### config.mk
export PLATFORM = sky130hd
export DESIGN_NAME = pwm_estop_timer
export DESIGN_NICKNAME = d
export VERILOG_FILES = /design/src/rtl/pet_pkg.sv /design/src/rtl/pet_edge.sv /design/src/rtl/pet_ctrl.sv /design/src/rtl/pet_count.sv /design/src/rtl/pwm_estop_timer.sv
export SDC_FILE = /design/constraint.sdc
export NUM_CORES = 1
export LEC_CHECK = 0
export BUFFER_PORTS_ARGS = -buffer_cell sky130_fd_sc_hd__buf_2
export CAP_MARGIN = 20
export CELL_PAD_IN_SITES_DETAIL_PLACEMENT = 1
export CELL_PAD_IN_SITES_GLOBAL_PLACEMENT = 1
export CORE_UTILIZATION = 46
export DETAILED_ROUTE_END_ITERATION = 6
export PLACE_DENSITY = 0.85
export SYNTH_ARGS = -nofsm -noshare
export SYNTH_HDL_FRONTEND = slang
export SYNTH_HIERARCHICAL = 1
export SYNTH_SLANG_ARGS = --single-unit
export TNS_END_PERCENT = 20
### constraint.sdc
create_clock -name clk -period 3.8 [get_ports clk]
set_clock_uncertainty 0.1 [all_clocks]
set_input_delay 0.57 -clock clk [delete_from_list [all_inputs] [get_ports clk]]
set_output_delay 0.57 -clock clk [all_outputs]
set_load 0.01 [all_outputs]
### src/rtl/pet_pkg.sv
package pet_pkg;
  typedef enum logic [1:0] {
    A_CTRL   = 2'd0,
    A_PERIOD = 2'd1,
    A_DUTY   = 2'd2,
    A_STATUS = 2'd3
  } pet_addr_e;

  localparam int B_RUN      = 0;
  localparam int B_EMG_EN   = 1;
  localparam int B_EVT_MODE = 2;
  localparam int B_IRQ_EN   = 3;
  localparam int B_SEL_LO   = 4;
  localparam int B_CLR_FLAG = 0;
endpackage

### src/rtl/pet_edge.sv
module pet_edge #(
  parameter int N_IN   = 4,
  parameter int SEL_W  = 2,
  parameter int STAGES = 2
) (
  input  logic             clk,
  input  logic             rst,
  input  logic             tick,
  input  logic [N_IN-1:0]  emg_in,
  input  logic             evt_in,
  input  logic [SEL_W-1:0] emg_sel,
  output logic             emg_rise,
  output logic             evt_fall
);
  localparam int W = N_IN + 1;

  logic [W-1:0]    sync_q [STAGES];
  logic [W-1:0]    now_w;
  logic [N_IN-1:0] rise_v;
  logic            evt_prev_q;

  assign now_w = sync_q[STAGES-1];

  always_ff @(posedge clk) begin
    if (rst) begin
      for (int i = 0; i < STAGES; i++) sync_q[i] <= '0;
    end else begin
      sync_q[0] <= {evt_in, emg_in};
      for (int i = 1; i < STAGES; i++) sync_q[i] <= sync_q[i-1];
    end
  end

  // Each fault input keeps its own history, so switching the select
  // compares a line only with its own past and never with another line.
  for (genvar g = 0; g < N_IN; g++) begin : g_hist
    logic prv_q;
    always_ff @(posedge clk) begin
      if (rst)       prv_q <= 1'b0;
      else if (tick) prv_q <= now_w[g];
    end
    assign rise_v[g] = now_w[g] & ~prv_q;
  end

  always_ff @(posedge clk) begin
    if (rst)       evt_prev_q <= 1'b0;
    else if (tick) evt_prev_q <= now_w[N_IN];
  end

  assign emg_rise = tick & rise_v[emg_sel];
  assign evt_fall = tick & evt_prev_q & ~now_w[N_IN];

  p_fall_on_tick_r3: assert property (@(posedge clk) disable iff (rst)
    evt_fall |=> !evt_prev_q);
endmodule

### src/rtl/pet_ctrl.sv
module pet_ctrl
  import pet_pkg::*;
#(
  parameter int CNT_W = 16,
  parameter int SEL_W = 2
) (
  input  logic             clk,
  input  logic             rst,
  input  logic             tick,
  input  logic             reg_we,
  input  logic [1:0]       reg_addr,
  input  logic [CNT_W-1:0] reg_wdata,
  input  logic             emg_rise,
  input  logic             evt_fall,
  output logic             run_q,
  output logic             stat_q,
  output logic             flag_q,
  output logic             ien_q,
  output logic [SEL_W-1:0] sel_q,
  output logic [CNT_W-1:0] period_q,
  output logic [CNT_W-1:0] duty_q,
  output logic             irq_q
);
  logic emg_en_q;
  logic evt_mode_q;
  logic start_ok;

  assign start_ok = run_q & ~flag_q & (~evt_mode_q | evt_fall);

  always_ff @(posedge clk) begin
    if (rst) begin
      run_q      <= 1'b0;
      stat_q     <= 1'b0;
      flag_q     <= 1'b0;
      ien_q      <= 1'b0;
      emg_en_q   <= 1'b0;
      evt_mode_q <= 1'b0;
      sel_q      <= '0;
      period_q   <= '1;
      duty_q     <= '0;
      irq_q      <= 1'b0;
    end else begin
      if (reg_we) begin
        case (pet_addr_e'(reg_addr))
          A_CTRL: begin
            // A set is accepted only when the timer is not winding down
            // and no emergency stop is pending.
            run_q      <= reg_wdata[B_RUN] & (run_q | (~stat_q & ~flag_q));
            emg_en_q   <= reg_wdata[B_EMG_EN];
            evt_mode_q <= reg_wdata[B_EVT_MODE];
            ien_q      <= reg_wdata[B_IRQ_EN];
            sel_q      <= reg_wdata[B_SEL_LO +: SEL_W];
          end
          A_PERIOD: period_q <= reg_wdata;
          A_DUTY:   duty_q   <= reg_wdata;
          A_STATUS: if (reg_wdata[B_CLR_FLAG]) flag_q <= 1'b0;
          default: ;
        endcase
      end
      if (tick) begin
        if (stat_q && !run_q)      stat_q <= 1'b0;
        else if (!stat_q && start_ok) stat_q <= 1'b1;
      end
      if (emg_en_q && emg_rise) begin
        run_q  <= 1'b0;
        flag_q <= 1'b1;
      end
      irq_q <= flag_q & ien_q;
    end
  end

  p_estop_halts_r4: assert property (@(posedge clk) disable iff (rst)
    (emg_en_q && emg_rise) |=> (flag_q && !run_q));
  p_stat_lag_r5: assert property (@(posedge clk) disable iff (rst)
    (tick && stat_q && !run_q) |=> !stat_q);
  p_run_lock_r6: assert property (@(posedge clk) disable iff (rst)
    (!run_q && (stat_q || flag_q)) |=> !run_q);
  p_no_start_pending_r8: assert property (@(posedge clk) disable iff (rst)
    (flag_q && !stat_q) |=> !stat_q);
endmodule

### src/rtl/pet_count.sv
module pet_count #(
  parameter int CNT_W = 16
) (
  input  logic             clk,
  input  logic             rst,
  input  logic             tick,
  input  logic             stat,
  input  logic             flag,
  input  logic [CNT_W-1:0] period,
  input  logic [CNT_W-1:0] duty,
  output logic [CNT_W-1:0] count_q,
  output logic             pwm_p,
  output logic             pwm_n
);
  logic force_low;
  logic below;

  assign force_low = flag | ~stat;
  assign below     = count_q < duty;

  always_ff @(posedge clk) begin
    if (rst) begin
      count_q <= '0;
      pwm_p   <= 1'b0;
      pwm_n   <= 1'b0;
    end else begin
      if (tick && stat) count_q <= (count_q >= period) ? '0 : count_q + 1'b1;
      pwm_p <= ~force_low & below;
      pwm_n <= ~force_low & ~below;
    end
  end

  p_force_low_r2: assert property (@(posedge clk) disable iff (rst)
    force_low |=> (!pwm_p && !pwm_n));
  p_complement_r2: assert property (@(posedge clk) disable iff (rst)
    (stat && !flag) |=> (pwm_p != pwm_n));
  p_hold_r5: assert property (@(posedge clk) disable iff (rst)
    (!stat || !tick) |=> $stable(count_q));
endmodule

### src/rtl/pwm_estop_timer.sv
module pwm_estop_timer #(
  parameter int CNT_W  = 16,
  parameter int N_EMG  = 4,
  parameter int STAGES = 2
) (
  input  logic             clk,
  input  logic             rst,
  input  logic             tick,
  input  logic             reg_we,
  input  logic [1:0]       reg_addr,
  input  logic [CNT_W-1:0] reg_wdata,
  input  logic             evt_in,
  input  logic [N_EMG-1:0] emg_in,
  output logic             pwm_p,
  output logic             pwm_n,
  output logic             irq,
  output logic             run_o,
  output logic             stat_o,
  output logic             emg_flag_o,
  output logic [CNT_W-1:0] count_o
);
  localparam int SEL_W = (N_EMG > 1) ? $clog2(N_EMG) : 1;

  logic             emg_rise, evt_fall;
  logic             ien;
  logic [SEL_W-1:0] sel;
  logic [CNT_W-1:0] period, duty;

  pet_edge #(.N_IN(N_EMG), .SEL_W(SEL_W), .STAGES(STAGES)) u_edge (
    .clk(clk), .rst(rst), .tick(tick), .emg_in(emg_in), .evt_in(evt_in),
    .emg_sel(sel), .emg_rise(emg_rise), .evt_fall(evt_fall)
  );

  pet_ctrl #(.CNT_W(CNT_W), .SEL_W(SEL_W)) u_ctrl (
    .clk(clk), .rst(rst), .tick(tick), .reg_we(reg_we), .reg_addr(reg_addr),
    .reg_wdata(reg_wdata), .emg_rise(emg_rise), .evt_fall(evt_fall),
    .run_q(run_o), .stat_q(stat_o), .flag_q(emg_flag_o), .ien_q(ien),
    .sel_q(sel), .period_q(period), .duty_q(duty), .irq_q(irq)
  );

  pet_count #(.CNT_W(CNT_W)) u_count (
    .clk(clk), .rst(rst), .tick(tick), .stat(stat_o), .flag(emg_flag_o),
    .period(period), .duty(duty), .count_q(count_o),
    .pwm_p(pwm_p), .pwm_n(pwm_n)
  );

  p_irq_follows_r11: assert property (@(posedge clk) disable iff (rst)
    (emg_flag_o && ien) |=> irq);
endmodule

# Word level (Yosys, flattened, before mapping)
# Memory sizes are Yosys's and may differ from the RTL's.
# Cells that the tools add are included.
dict set report word_totals {
  register_bits 64
  wordCells 86
  out_inout_bits 22
  inputBits 27
  n_memories 1
  ramBits 10
}
dict set report classes {
  n_reduce_logical 17
  eq_ne 3
  n_bitwise 29
  n_addsub 1
  magnitude_cmp 3
  mux 14
}
# memory depth width rd rd_ports_with_merged_regs write_ports line
set memory_table {}
lappend memory_table {u_edge.sync_q 2 5 2 0 2 pet_edge.sv:17} ;# logic [W-1:0] sync_q [STAGES];
# cell n
set op_table {}
lappend op_table {{16-bit by 1-bit adder with 16-bit output, second input constant} 1}
lappend op_table {{16-bit greater-or-equal comparator} 1}
lappend op_table {{16-bit < comparator} 1}
lappend op_table {{16-bit 2-to-1 mux} 1}
lappend op_table {{1-bit bitwise AND} 14}
lappend op_table {{1-bit 2-to-1 mux} 10}
lappend op_table {{5-bit 2-to-1 mux} 2}
lappend op_table {{1-bit inverter} 10}
lappend op_table {{2-bit AND reduction} 4}
lappend op_table {{2-bit nonzero test} 4}
lappend op_table {{1-bit bitwise OR} 5}
lappend op_table {{2-bit equality test, second input constant} 2}
lappend op_table {{1-bit logical AND} 4}
lappend op_table {{2-bit by 3-bit < comparator with 1-bit output, second input constant} 1}
lappend op_table {{3-bit AND reduction} 1}
lappend op_table {{1-bit binary-select mux with 2-bit select} 1}
lappend op_table {{2-bit by 1-bit equality test with 1-bit output, second input constant} 1}
lappend op_table {{1-bit logical NOT} 2}
lappend op_table {{2-bit logical NOT} 1}
lappend op_table {{2-bit OR reduction} 1}

# Logic depth before layout (Yosys ltp)
dict set report depth {
  ltp_word 8
  mapped_depth 9
  mapped_depth_nobuf 8
}

# Cells and area by module
# Netlist, hierarchy kept.
# mod seq_area_each_um2 n_inst cells_each area_each_um2
set by_module_without_submodules {}
lappend by_module_without_submodules {pet_count 360.3 1 184 1540.2}
lappend by_module_without_submodules {pet_ctrl 820.8 1 176 1511.4}
lappend by_module_without_submodules {pet_edge 300.3 1 44 496.7}

# Least setup slack after synthesis
# OpenSTA, ideal clock, no wires.
dict set report synth_path {
  kind {register to register}
  start {reg u_count.count_q[0]}
  end {reg u_count.count_q[8]}
  slack_ps 1704
  t_arrival_ps 1932
  required_time_ps 3636
  stages_incl_launch_ff 10
  n_path_buf 1
  setup_time_ps 64
  cell_sequence {dfxtp_1 -> inv_1 -> ha_1 -> nand2b_4 -> a2111oi_4 -> a2111oi_1 -> a211o_1 -> o21a_4 -> buf_6 -> nor2_1}
}
dict set report synth_via {
  elab_chain_len 2
  word_cells_on_any_way 3
  cone_classes {1 x add/sub; 1 x order compare; 1 x mux}
}
# item line
set synth_lines {}
lappend synth_lines {{from (decl)} pet_count.sv:11} ;# output logic [CNT_W-1:0] count_q,
lappend synth_lines {{from (signal assigned)} pet_count.sv:27} ;# if (tick && stat) count_q <= (count_q >= period) ? '0 : count_q + 1'b1;
lappend synth_lines {{16-bit by 1-bit adder with 16-bit output or 16-bit greater-or-equal comparator (tied branches)} pet_count.sv:27}
lappend synth_lines {{16-bit 2-to-1 mux *} pet_count.sv:27}
# Every way passes the cells marked *; elsewhere a longest branch is shown, timed or not.
# A chain may end at the register's enable or synchronous reset.

# Worst setup path after layout
dict set report layout_path {
  start {reg u_count.count_q[0]}
  end {reg u_count.count_q[14]}
}
# Same word-level chain as after synthesis.

==> flow_summary.ini <==
[status]
outcome = finished, final reports clean

[timing]
final_hold_viol_count = 0
min_period_ns = 2.20
worstMarginPinSlew_ns = 0.791
max_freq_ghz = 0.455
setup_violations = 0
rsz0062_at_grt = false
fin_crit_sh = 0.578
fin_setup_tns_ns = 0
maxSlewHeadroom = 0.471
worst_slack_ns = 1.60
slew_violations = 0
whs_ns = 0.337

[global_routing]
grt_pass1_wl_um = 15400
grt_pass1_vias = 3175
grt_usage = 0.240
grt_antenna_before_repair = 0
grt_max_degree = 32
grt-ovfl-total = 0

[detailed_routing]
drtIter0Drc = 88
drc = 0
antenna_left = 0
drt-total-wl_um = 9090
vias = 2971
dr.pass1.iters = 4
routed_via_density = 5.36
avgRoutedWirePerCell_um = 16.4

[hold_path]
min_path_cells = 2
hold_path.class = primary input to flop

[yosys]
yosys.area.top_type = dfxtp_1
yosys_warnings = 6
synth_area_mm2 = 0.00355
synth_top_area_share = 0.417
synth_most_common_cell = nand2_1
synth-seq-cells = 74
syn_nets = 463
synthTopCellsByArea = dfxtp_1 (42%), ha_1 (11%), nand2_1 (8.1%)
synthArstFlopShare = 0
synth-edff-count = 0
syn_inst = 404
synth_area_per_cell_um2 = 8.78
yosysSeqAreaShare = 0.417
synthTopCellsByCount = nand2_1 (77), dfxtp_1 (74), inv_1 (34)
synthFlopType = dfxtp_1
yosysUniqueCellTypes = 46

[worst_setup_path]
critical_path_class = flop to flop
end_kind = flop
critPathArrivalTime_ns = 2.37
rr_worst_depth = 8
cp-start-kind = flop
required_ns = 3.97
crit_fanout = 15

[pwr]
p_comb_frac = 0.089
seqPwrFrac = 0.542
power_density_mw_per_mm2 = 374
p_int_mw = 1.11
p_sw_frac = 0.262
leakage_nw = 1.97
netSwitchingPower_uw = 394
power.share.clock = 0.369
vdd_drop_max_uv = 225

[clock_tree]
h-tree-depth = 3
cts_buffers = 9
cts_root_buf = clkbuf_8
ctsResizeCount = 0
cts_tree = built
clk_pin_slew_worst_paths_ns = 0.08
hold_buffers = 0
cts_setup_buffers = 0
clockBufferDepth = 2
clock_sinks = 74
clock_latency_ns = 0.34

[layout]
fin_nets = 509
num_antenna_cells = 0
drive_gt1_frac = 0.158
fin_util = 0.546
area_delta_synth_final_pct = 13.5

[floorplanning]
die_area_mm2 = 0.00807
die_h_um = 89.8
start_util = 0.481
rows = 31
core-area_mm2 = 0.00737
ios = 49
die_w_um = 89.8

[placement]
gp_congestion = 0.837
place_ws_ns = 1.58
dp_hpwl_um = 6470
io_buffers = 48

[run]
drv_cap = 0
area by class of cell:
cell class | count | area (um2)
timing repair buffer | 49 | 248
tap | 99 | 124
inverter | 34 | 128
clock buffer | 10 | 138
sequential | 74 | 1480
multi-input combinational | 282 | 1870
fill | 898 | 3340
clock inverter | 6 | 41.3
layer usage:
metal	up-vias	track usage	wire, um
li1	1442	-	-
met1	1454	0.293	4030
met2	67	0.426	4670
met3	8	0.0406	294
met4	0	0.0820	96
met5	-	0	0
stage by stage:
step	instances	area, um2	power (mW)
after floorplan	404	3550	0.915
after global placement	538	3850	0.957
after detailed placement	538	3850	0.964
after CTS	554	4030	1.52
after global routing	554	4030	1.58
final	554	4030	1.50
worst paths after layout:
kind / to / startpoint / slack [ns]
worst min register to register: u_edge/sync_q[0][9] / u_edge/sync_q[0][4] / 0.35
worst max register to register: u_count/count_q[14] / u_count/count_q[0] / 1.60
worst min-delay path: u_edge/sync_q[0][4] / evt_in / 0.34
worst max-delay path: u_count/count_q[14] / u_count/count_q[0] / 1.60
flip-flops by register name, summed over array words and instances, names as in the netlist:
| register | count |
|---|---|
| u_ctrl/period_q | 16 |
| u_ctrl/sel_q | 2 |
| u_ctrl/evt_mode_q | 1 |
| u_ctrl/emg_en_q | 1 |
| u_ctrl/flag_q | 1 |
| u_edge/evt_prev_q | 1 |
| u_ctrl/stat_q | 1 |
| u_edge/g_hist.prv_q | 4 |
| u_ctrl/ien_q | 1 |
| u_edge/sync_q | 10 |
| u_count/pwm_p | 1 |
| u_ctrl/duty_q | 16 |
| u_ctrl/run_q | 1 |
| u_ctrl/irq_q | 1 |
| u_count/pwm_n | 1 |
| u_count/count_q | 16 |
layout by cell type (no fill, tap or decap), types with 2 or more instances in the layout:
| master | n |
|---|---|
| nand2_1 | 77 |
| dfxtp_1 | 74 |
| buf_2 | 48 |
| inv_1 | 34 |
| ha_1 | 32 |
| nor2_1 | 30 |
| a21oi_1 | 24 |
| nand3b_1 | 19 |
| nor2b_1 | 14 |
| xor2_1 | 11 |
| clkbuf_8 | 10 |
| mux2i_1 | 10 |
| nand4_1 | 9 |
| a21o_1 | 8 |
| and3_1 | 5 |
| and3b_1 | 4 |
| clkinvlp_4 | 3 |
| and4_1 | 3 |
| o21ai_0 | 3 |
| nand3_1 | 3 |
| xnor2_1 | 3 |
| nor3_1 | 3 |
| clkinv_2 | 2 |
| a211oi_1 | 2 |
| nand2b_1 | 2 |
critical path, stage by stage, from the launching register on:
cell	delay (ns)
dfxtp_1	0.45
inv_1	0.09
ha_1	0.29
nand2b_4	0.15
a2111oi_4	0.32
a2111oi_1	0.09
a211o_1	0.31
o21a_4	0.19
nor2_1	0.14
kinds of logic (layout without fill, tap and decap cells):
kind of cell | after synthesis | in the layout | share of synthesized area
buffers and inverters | 48 | 99 | 0.0564
XOR/XNOR | 14 | 14 | 0.0346
flip-flops | 74 | 74 | 0.417
adder cells (fa/ha/maj) | 32 | 32 | 0.113
AND/OR/NAND/NOR | 175 | 175 | 0.249
AO/OA/AOI/OAI | 51 | 51 | 0.102
multiplexers | 10 | 10 | 0.0282
power groups by stage:
| stage | clock network (mW) | registers (mW) | logic [mW] |
|---|---|---|---|
| after floorplan | 0 | 0.830 | 0.0859 |
| after global placement | 0 | 0.831 | 0.126 |
| after detailed placement | 0 | 0.833 | 0.132 |
| after CTS | 0.568 | 0.816 | 0.134 |
| after global routing | 0.607 | 0.818 | 0.150 |
| final | 0.555 | 0.816 | 0.134 |
(Power assumes the default switching activity.)
